<file path="config.mk">
export PLATFORM = sky130hd
export DESIGN_NAME = chg_irq_unit
export DESIGN_NICKNAME = d
export VERILOG_FILES = /design/src/rtl/chg_irq_pkg.sv /design/src/rtl/chg_sync.sv /design/src/rtl/chg_debounce.sv /design/src/rtl/chg_irq_ctrl.sv /design/src/rtl/chg_irq_unit.sv
export SDC_FILE = /design/constraint.sdc
export NUM_CORES = 1
export LEC_CHECK = 0
export BUFFER_PORTS_ARGS = -buffer_cell sky130_fd_sc_hd__buf_4
export CAP_MARGIN = 40
export CORE_AREA = 2 2 39 41
export DETAILED_ROUTE_END_ITERATION = 10
export DIE_AREA = 0 0 41 43
export PLACE_DENSITY = 0.66
export SLEW_MARGIN = 10
export SYNTH_ARGS = -nofsm -noshare
export SYNTH_HDL_FRONTEND = slang
export SYNTH_SLANG_ARGS = --single-unit
</file>
<file path="constraint.sdc">
create_clock -name clk -period 1.2 [get_ports clk]
set_input_delay 0.24 -clock clk [delete_from_list [all_inputs] [get_ports clk]]
set_output_delay 0.24 -clock clk [all_outputs]
set_load 0.02 [all_outputs]
</file>
<file path="src/rtl/chg_irq_pkg.sv">
package chg_irq_pkg;

    localparam int NUM_EVT = 5;
    localparam int STAT_W  = NUM_EVT + 1;

    // Bit positions inside the status word
    typedef enum int {
        ST_TX_READY   = 0,
        ST_TX_EMPTY   = 1,
        ST_RX_READY   = 2,
        ST_BRK_CHANGE = 3,
        ST_CNT_READY  = 4,
        ST_PIN_CHANGE = 5
    } stat_bit_e;

    // Debounce state: last raw sample and accepted level
    typedef struct packed {
        logic smp;
        logic lvl;
    } det_state_t;

    function automatic logic any_hit(input logic [STAT_W-1:0] st,
                                     input logic [STAT_W-1:0] msk);
        return |(st & msk);
    endfunction

endpackage

</file>
<file path="src/rtl/chg_sync.sv">
module chg_sync #(
    parameter int   STAGES  = 2,
    parameter logic RST_VAL = 1'b1
) (
    input  logic clk,
    input  logic rst,
    input  logic d,
    output logic q
);
    logic [STAGES-1:0] chain;

    generate
        if (STAGES == 1) begin : g_single
            always_ff @(posedge clk) begin
                if (rst) chain <= RST_VAL;
                else     chain <= d;
            end
        end else begin : g_multi
            always_ff @(posedge clk) begin
                if (rst) chain <= {STAGES{RST_VAL}};
                else     chain <= {chain[STAGES-2:0], d};
            end
        end
    endgenerate

    assign q = chain[STAGES-1];
endmodule

</file>
<file path="src/rtl/chg_debounce.sv">
module chg_debounce
    import chg_irq_pkg::*;
(
    input  logic clk,
    input  logic rst,
    input  logic tick,
    input  logic en,
    input  logic d,
    input  logic clr,
    output logic level,
    output logic chg
);
    det_state_t st;
    logic       accept;

    // New level must match the previous sample and differ from accepted level
    assign accept = tick && (d == st.smp) && (d != st.lvl);

    always_ff @(posedge clk) begin
        if (rst) begin
            st  <= '{smp: 1'b1, lvl: 1'b1};
            chg <= 1'b0;
        end else begin
            if (tick)   st.smp <= d;
            if (accept) st.lvl <= d;
            if (accept && en) chg <= 1'b1;
            else if (clr)     chg <= 1'b0;
        end
    end

    assign level = st.lvl;

    // accepted level moves only on a sample tick
    a_r2_level_on_tick: assert property (@(posedge clk) disable iff (rst)
        !$stable(st.lvl) |-> $past(tick));

    // a new level was present on two consecutive samples
    a_r4_two_samples: assert property (@(posedge clk) disable iff (rst)
        !$stable(st.lvl) |-> ($past(st.smp) == st.lvl) && (st.smp == st.lvl));

    // flag holds without a clear
    a_r5_chg_hold: assert property (@(posedge clk) disable iff (rst)
        (chg && !clr) |=> chg);

    // an accepted change wins over a simultaneous clear
    a_r6_set_wins: assert property (@(posedge clk) disable iff (rst)
        (accept && en && clr) |=> chg);

    // no event raised while the detector is disabled
    a_r7_no_set_disabled: assert property (@(posedge clk) disable iff (rst)
        $rose(chg) |-> $past(en));
endmodule

</file>
<file path="src/rtl/chg_irq_ctrl.sv">
module chg_irq_ctrl
    import chg_irq_pkg::*;
(
    input  logic              clk,
    input  logic              rst,
    input  logic [STAT_W-1:0] status,
    input  logic              mask_wr,
    input  logic [STAT_W-1:0] mask_wdata,
    output logic              irq_n
);
    logic [STAT_W-1:0] mask_q;

    always_ff @(posedge clk) begin
        if (rst)          mask_q <= '0;
        else if (mask_wr) mask_q <= mask_wdata;
    end

    always_ff @(posedge clk) begin
        if (rst) irq_n <= 1'b1;
        else     irq_n <= !any_hit(status, mask_q);
    end

    // enabled active condition pulls the line low one edge later
    a_r9_irq_asserts: assert property (@(posedge clk) disable iff (rst)
        (|(status & mask_q)) |=> !irq_n);

    // no enabled condition releases the line one edge later
    a_r9_irq_releases: assert property (@(posedge clk) disable iff (rst)
        !(|(status & mask_q)) |=> irq_n);

    // mask is zero on the first cycle after reset
    a_r1_mask_reset: assert property (@(posedge clk)
        $past(rst) |-> (mask_q == '0) && irq_n);
endmodule

</file>
<file path="src/rtl/chg_irq_unit.sv">
module chg_irq_unit
    import chg_irq_pkg::*;
#(
    parameter int SYNC_STAGES = 2
) (
    input  logic               clk,
    input  logic               rst,
    input  logic               sample_tick,
    input  logic               pin_async,
    input  logic               det_en,
    input  logic               clr_chg,
    input  logic [NUM_EVT-1:0] evt_in,
    input  logic               mask_wr,
    input  logic [STAT_W-1:0]  mask_wdata,
    output logic [STAT_W-1:0]  status,
    output logic               irq_n,
    output logic               pin_level
);
    logic pin_s;
    logic chg_flag;

    chg_sync #(.STAGES(SYNC_STAGES), .RST_VAL(1'b1)) u_sync (
        .clk (clk),
        .rst (rst),
        .d   (pin_async),
        .q   (pin_s)
    );

    chg_debounce u_deb (
        .clk   (clk),
        .rst   (rst),
        .tick  (sample_tick),
        .en    (det_en),
        .d     (pin_s),
        .clr   (clr_chg),
        .level (pin_level),
        .chg   (chg_flag)
    );

    always_comb begin
        status                = '0;
        status[NUM_EVT-1:0]   = evt_in;
        status[ST_PIN_CHANGE] = chg_flag;
    end

    chg_irq_ctrl u_irq (
        .clk        (clk),
        .rst        (rst),
        .status     (status),
        .mask_wr    (mask_wr),
        .mask_wdata (mask_wdata),
        .irq_n      (irq_n)
    );
endmodule

</file>
==> metrics.csv, run 1 <==
stage,metric,value,unit
global_route,vias in the first global route,310,
layout,Area Growth Syn to Fin,36.3,%
logic_synthesis,Post-Synth Adder-Cell Area,0,%
worst_setup_path,slowest cell on the critical path,dfxtp_1,
logic_synthesis,gate count after technology mapping,49,
timing,setup violation total in the final timing report,0,
place,final weighted congestion in routability-driven placement,0.633,
clock_network,sink count of the clock tree,12,
timing,transition time of the tightest slew-check pin,0.176,ns
clock_network,number of buffers inserted for hold repair after clock tree synthesis,0,
logic_synthesis,net count of the mapped netlist,67,
worst_setup_path,arrival time of the worst setup path,0.81,ns
worst_setup_path,startpoint of the most critical setup path,u_deb.level,
clock_network,clock tree from TritonCTS,done,
clock_network,htree depth,1,
worst_setup_path,R2R Setup Slk,0.28,ns
place,quantity of I/O buffers inserted on ports,25,
logic_synthesis,xor/xnor cell area share of the yosys netlist,0,%
detailed_routing,Avg WL per Cell,10.1,µm
die,overall die area,0.00176,mm²
clock_network,number of buffers created by CTS,3,
global_route,overall track demand over capacity in global routing,11.3,%
worst_setup_path,critical path type,reg -> out,
timing,final critical-path required period,1.05,ns
worst_setup_path,worst r2r path cells,3,
worst_setup_path,critical path's largest stage delay,0.38,ns
detailed_routing,total routed wirelength,865,µm
layout,count of fill cells added during filler insertion,138,
logic_synthesis,fraction of the mapped netlist area in simple logic gates,14.2,%
detailed_routing,Vias,393,
worst_setup_path,number of cells on the critical path,1,
worst_setup_path,ordered list of cells on the worst path,buf_4,
worst_setup_path,worst reg2reg endpoint,u_deb.chg,
timing,worst slew margin relative to its limit,88.3,%
logic_synthesis,"area leader, netlist",dfxtp_1,
worst_setup_path,crit end category,output port,
global_route,final global-route overflow total,0,
die,die span in x,41,µm
logic_synthesis,synthesized cell area,503,µm²
logic_synthesis,cell types with the largest area share after synthesis,"dfxtp_1 (48%), mux2i_1 (12%), buf_4 (9.0%)",
timing,post-route worst setup slack,0.153,ns
layout,fin util,49.5,%
logic_synthesis,number of library cell types mapped by synthesis,18,
flow_run,max-cap check violation count,0,
layout,antenna diode count,0,
layout,number of nets in the layout,89,
die,placeable core region,0.00138,mm²
timing,Max Clk Rate,956,MHz
logic_synthesis,count of synthesis-stage warnings from yosys,0,
worst_setup_path,CP Data Required Time,0.96,ns
clock_network,clock slew at the register clock pins of the worst setup and hold paths,0.07,ns
detailed_routing,Residual DRC,0,
clock_network,post-CTS setup buffers,0,
pwr,Final Total Pwr,0.858,mW
die,starting utilization of the core area,36.3,%
clock_network,number of resized instances in the post-cts repair step,0,
timing,final hold viol count,0,
timing,total negative setup slack,0,ns
detailed_routing,1st-iter DRT viols,4,
run_status,run status,completed,
clock_network,Bufs on Longest Clock Path,2,
die,count of pins on the block boundary,26,
logic_synthesis,synthesized flop and latch total,12,
detailed_routing,router iterations before antenna repair,4,
place,Setup Slack @ Placement,0.291,ns
logic_synthesis,sequential share of the synthesized area,47.8,%
clock_network,worst-skew pair later-pin latency,0.26,ns
worst_setup_path,maximum net fanout on the critical path,5,
worst_setup_path,worst reg2reg path startpoint,u_deb.level,
pwr,Peak VDD IR,0.000682,V
worst_setup_path,CP Buf/Inv Count,1,
worst_setup_path,Worst setup SP type,flip-flop,
logic_synthesis,area share of the largest cell type after synthesis,47.8,%
place,Post-Place Cell Area,649,µm²
global_route,maximum number of pins on one net before global-route repair,13,
logic_synthesis,Syn Area/Cell,10.3,µm²
timing,number of slew-limit violations in the final report,0,
logic_synthesis,Compound-Gate Fraction of Synth Area,13.9,%
layout,fraction of layout cells with a size suffix above 1,45.7,%
hold_path,Min-Delay Path Depth,2,
detailed_routing,post-DR vias/cell,4.57,
die,cell row count,14,
clock_network,Clock Tree Root,clkbuf_4,
layout,fin cells,86,
hold_path,Hold/Removal Path Class,in -> reg,
pwr,leakage power total,0.323,nW
layout,design area,686,µm²
timing,worst hold slack,0.153,ns
timing,period utilization,87.2,%
die,Die Y,43,µm
timing,RSZ-0062 raised after global routing,no,
detailed_routing,number of antenna-violating nets in the routed design,0,
logic_synthesis,main combinational cell family by area after synthesis,simple AND/OR/NAND/NOR gates,
worst_setup_path,"CP delay by family, top",flip-flops,
global_route,global-route wire length before repair,1290,µm
place,DP Cell Count,82,
timing,Clock Skews,0.000697,ns
logic_synthesis,share of synthesized area spent on multiplexers,11.9,%
pwr,Pwr Density,1250,mW/mm²
global_route,number of antenna violations at the first check in global routing,0,
worst_setup_path,destination of the critical timing path,pin_level,
-- sequential cells by signal, indices dropped and copies added, names as in the netlist --
signal / flops
u_irq.mask_q: 6
u_sync.chain: 2
u_deb.chg: 1
u_deb.level: 1
u_deb.st: 1
u_irq.irq_n: 1
-- cell families after synthesis --
logic type      count (synthesis)
simple gates                   13
mux                             6
compound gates                 10
buf+inv                         8
flops                          12
-- final cells by class --
type                    instances  area [µm²]  area share (%)
multi-input cells              29         201            29.4
flip-flops and latches         12         240            35.0
clock buffers                   4        36.3            5.29
well taps                      16        20.0            2.92
repair buffers                 25         188            27.4
-- report_power, final --
| group | internal, mW | switching, mW |
|---|---|---|
| logic | 0.0726 | 0.0498 |
| registers | 0.419 | 0.0102 |
| clock network | 0.184 | 0.123 |
| total | 0.675 | 0.183 |
-- per-layer routing --
layer	wire length (µm)	track usage, %	vias to the layer above
li1	-	-	206
met5	0	0	-
met4	0	8.00	0
met2	486	14.7	11
met1	332	13.4	176
met3	45	6.28	0
-- worst min-delay path by stage --
stage	start	to	slack, ns
floorplan	rst	u_deb.st[1]	0.34
CTS	pin_async	u_sync.chain[0]	0.14
finish	pin_async	u_sync.chain[0]	0.15
detailed placement	u_sync.chain[0]	u_sync.chain[1]	0.40
global placement	u_sync.chain[0]	u_sync.chain[1]	0.39
global route	pin_async	u_sync.chain[0]	0.13
-- cells in the final DEF (no fill, tap or decap), drive strengths merged --
cell / instances
a211o: 1
a21oi: 3
a22oi: 3
a31o: 1
and3b: 1
buf: 25
clkbuf: 4
dfxtp: 12
mux2i: 6
nand2b: 1
nor2: 6
nor2b: 1
nor3b: 1
o211ai: 1
o21bai: 1
or2: 2
or2b: 1
-- cells in the mapped netlist, drive strengths merged --
master	n
dfxtp	12
buf	8
mux2i	6
nor2	6
a21oi	3
a22oi	3
or2	2
a211o	1
a31o	1
and3b	1
nand2b	1
nor2b	1
nor3b	1
o211ai	1
o21bai	1
or2b	1
Note: power is estimated with default switching activity, not from simulation.
==> inputs of run 2 (changes only) <==
- ABC_AREA: not set -> 1
- PLACE_DENSITY: 0.66 -> 0.65
==> run 2 against run 1 <==
Die area stayed put; non-clock buffer count stayed put; largest power group unchanged; critical endpoint unchanged; core utilization rose by 0.36 points; first-iteration DRC count shrank 50%; register-to-register slack gained 0.10 ns.
==> metrics.csv, run 2 <==
stage,metric,value,unit,change
worst_setup_path,CP Buf/Inv Count,1,,unchanged
timing,worst slew margin relative to its limit,85.7,%,was 88.3%
logic_synthesis,cell types with the largest area share after synthesis,"dfxtp_1 (49%), nand2_1 (11%), nor2_1 (11%)",,"was dfxtp_1 (48%), mux2i_1 (12%), buf_4 (9.0%)"
place,quantity of I/O buffers inserted on ports,25,,unchanged
global_route,global-route wire length before repair,1350,µm,was 1290 µm
layout,number of nets in the layout,108,,was 89
worst_setup_path,worst r2r path cells,6,,was 3
die,count of pins on the block boundary,26,,unchanged
detailed_routing,total routed wirelength,914,µm,was 865 µm
logic_synthesis,sequential share of the synthesized area,48.9,%,was 47.8%
global_route,final global-route overflow total,0,,unchanged
worst_setup_path,slowest cell on the critical path,dfxtp_1,,unchanged
pwr,share of total power consumed by net switching,22.8,%,was 21.3%
hold_path,Hold/Removal Path Class,in -> reg,,unchanged
timing,Max Clk Rate,967,MHz,was 956 MHz
clock_network,post-CTS setup buffers,0,,unchanged
clock_network,sink count of the clock tree,12,,unchanged
logic_synthesis,number of library cell types mapped by synthesis,11,,was 18
die,die span in x,41,µm,unchanged
detailed_routing,Met3 Routed Length,55,µm,was 45 µm
die,Die Y,43,µm,unchanged
detailed_routing,met1 wire length,418,µm,was 332 µm
layout,multi-input combinational cell area,184,µm²,was 201 µm²
worst_setup_path,maximum net fanout on the critical path,4,,was 5
place,half-perimeter wire length after detailed placement,714,µm,
place,final weighted congestion in routability-driven placement,0.661,,was 0.633
die,overall die area,0.00176,mm²,unchanged
logic_synthesis,Post-synth ARST share,0,%,unchanged
detailed_routing,metal2 WL,425,µm,was 486 µm
logic_synthesis,synthesized flop and latch total,12,,unchanged
detailed_routing,highest routing layer actually used,met4,,was met3
layout,largest registers,"u_irq.mask_q (6), u_sync.chain (2)",,unchanged
place,DP Cell Count,101,,was 82
detailed_routing,post-DR vias/cell,4.27,,was 4.57
layout,fin cells,105,,was 86
worst_setup_path,R2R Setup Slk,0.38,ns,was 0.28 ns
clock_network,htree depth,1,,unchanged
logic_synthesis,top cells by instance count after synthesis,"nand2_1 (15), nor2_1 (14), dfxtp_1 (12)",,"was dfxtp_1 (12), buf_4 (6), mux2i_1 (6), nor2_1 (6)"
pwr,Pwr Density,1260,mW/mm²,was 1250 mW/mm²
logic_synthesis,Syn Area/Cell,7.45,µm²,was 10.3 µm²
layout,sequential cell area in the final layout,240,µm²,unchanged
timing,final critical-path required period,1.03,ns,was 1.05 ns
pwr,Peak VDD IR,0.000538,V,was 0.000682 V
clock_network,Bufs on Longest Clock Path,2,,unchanged
pwr,leakage power total,0.361,nW,was 0.323 nW
die,starting utilization of the core area,35.5,%,was 36.3%
logic_synthesis,most frequent cell after synthesis,nand2_1,,was dfxtp_1
worst_setup_path,CP Data Required Time,0.96,ns,about the same
layout,fraction of layout cells with a size suffix above 1,36.0,%,was 45.7%
worst_setup_path,critical path type,reg -> out,,unchanged
worst_setup_path,number of cells on the critical path,1,,unchanged
global_route,overall track demand over capacity in global routing,11.7,%,was 11.3%
detailed_routing,Residual DRC,0,,unchanged
pwr,share of power burned in the clock network,36.3,%,was 35.8%
pwr,Final Total Pwr,0.870,mW,was 0.858 mW
logic_synthesis,count of flip-flops with a built-in enable after synthesis,0,,unchanged
detailed_routing,Vias,448,,was 393
layout,Area Growth Syn to Fin,40.5,%,was 36.3%
clock_network,number of buffers created by CTS,3,,unchanged
clock_network,number of buffers inserted for hold repair after clock tree synthesis,0,,unchanged
die,placeable core region,0.00138,mm²,unchanged
timing,RSZ-0062 raised after global routing,no,,unchanged
layout,antenna diode count,0,,unchanged
timing,final hold viol count,0,,unchanged
logic_synthesis,synthesized cell area,492,µm²,was 503 µm²
global_route,number of antenna violations at the first check in global routing,0,,unchanged
layout,"most common cell after layout, fill and taps aside",buf_4,,unchanged
clock_network,worst-skew pair later-pin latency,0.27,ns,was 0.26 ns
detailed_routing,number of antenna-violating nets in the routed design,0,,unchanged
timing,total negative setup slack,0,ns,unchanged
layout,count of fill cells added during filler insertion,141,,was 138
worst_setup_path,ordered list of cells on the worst path,buf_4,,unchanged
timing,setup violation total in the final timing report,0,,unchanged
timing,number of slew-limit violations in the final report,0,,unchanged
timing,period utilization,86.2,%,was 87.2%
clock_network,Clock Tree Root,clkbuf_4,,unchanged
timing,Clock Skews,0.00372,ns,was 0.000697 ns
hold_path,Min-Delay Path Depth,2,,unchanged
worst_setup_path,Worst setup SP type,flip-flop,,unchanged
pwr,proportion of power drawn by combinational gates,14.3,%,about the same
worst_setup_path,crit end category,output port,,unchanged
pwr,Pint,0.672,mW,was 0.675 mW
logic_synthesis,count of synthesis-stage warnings from yosys,0,,unchanged
clock_network,clock tree from TritonCTS,done,,unchanged
pwr,share of total power in sequential cells,49.4,%,was 49.9%
detailed_routing,router iterations before antenna repair,4,,unchanged
detailed_routing,Avg WL per Cell,8.70,µm,was 10.1 µm
clock_network,number of resized instances in the post-cts repair step,0,,unchanged
worst_setup_path,arrival time of the worst setup path,0.79,ns,was 0.81 ns
clock_network,clock slew at the register clock pins of the worst setup and hold paths,0.07,ns,about the same
logic_synthesis,area share of the largest cell type after synthesis,48.9,%,was 47.8%
logic_synthesis,net count of the mapped netlist,84,,was 67
global_route,maximum number of pins on one net before global-route repair,10,,was 13
logic_synthesis,"area leader, netlist",dfxtp_1,,unchanged
layout,register with the most flip-flops,u_irq.mask_q,,unchanged
logic_synthesis,most used flip-flop cell after synthesis,dfxtp_1,,unchanged
worst_setup_path,critical path's largest stage delay,0.37,ns,was 0.38 ns
layout,"commonest cells after routing, fill and taps aside","buf_4 (25), nand2_1 (15), nor2_1 (14)",,"was buf_4 (25), dfxtp_1 (12), mux2i_1 (6), nor2_1 (6)"
global_route,vias in the first global route,355,,was 310
worst_setup_path,"CP delay by family, top",flip-flops,,unchanged
flow_run,max-cap check violation count,0,,unchanged
layout,number of flip-flops under the largest register name,6,,unchanged
logic_synthesis,gate count after technology mapping,66,,was 49
run_status,run status,completed,,unchanged
detailed_routing,1st-iter DRT viols,2,,was 4
timing,transition time of the tightest slew-check pin,0.214,ns,was 0.176 ns
pwr,switching power total,0.198,mW,was 0.183 mW
die,cell row count,14,,unchanged
==> run 2: cell types whose count changed after synthesis, moves of 3 or more <==
cell	before	now
a21oi_1	3	0
o21ai_0	0	7
nand2_1	0	15
a22oi_1	3	0
inv_1	0	6
mux2i_1	6	0
nor2_1	6	14
==> run 2: area by class of cell <==
| type | instances | share of cell area, % |
|---|---|---|
| well taps | 16 | 2.90 |
| clock buffers | 4 | 5.25 |
| multi-input cells | 42 | 26.6 |
| inverters | 6 | 3.26 |
| repair buffers | 25 | 27.2 |
| flip-flops and latches | 12 | 34.8 |
==> run 2: cells by family (layout without fill, tap and decap cells) <==
kind of cell	after synthesis	in the layout	share of synthesized area, %
compound gates	9	9	10.4
buf+inv	12	35	13.7
flops	12	12	48.9
simple gates	33	33	27.0
==> run 2: power by group through the flow <==
stage | combinational, mW | clock, mW | sequential (mW)
floorplan | 0.0601 | 0 | 0.442
global placement | 0.124 | 0 | 0.439
detailed placement | 0.126 | 0 | 0.440
CTS | 0.126 | 0.324 | 0.430
global route | 0.140 | 0.332 | 0.433
finish | 0.124 | 0.316 | 0.430
==> run 2: final timing paths <==
kind	start	to
setup / recovery	u_deb.level	pin_level
hold / removal	rst	u_deb.chg
setup reg to reg	u_deb.level	u_deb.chg
hold reg to reg	u_sync.chain[0]	u_sync.chain[1]
==> run 2: stage by stage <==
stage                     setup WS, ns  instance area, µm²  util (%)  hold slack (ns)
after floorplan                  0.310                 492         -            0.302
after CTS                        0.154                 691      49.9            0.130
after detailed placement         0.352                 654      47.3            0.397
final                            0.166                 691      49.9            0.137
after global placement           0.376                 654      47.3            0.394
after global routing             0.136                 691      49.9            0.139
==> run 2: metal layers <==
metal  vias up  global-route usage [%]
met5         -                       0
met4         0                    8.00
met3         2                    4.71
met2        12                    15.0
met1       188                    15.5
li1        246                       -
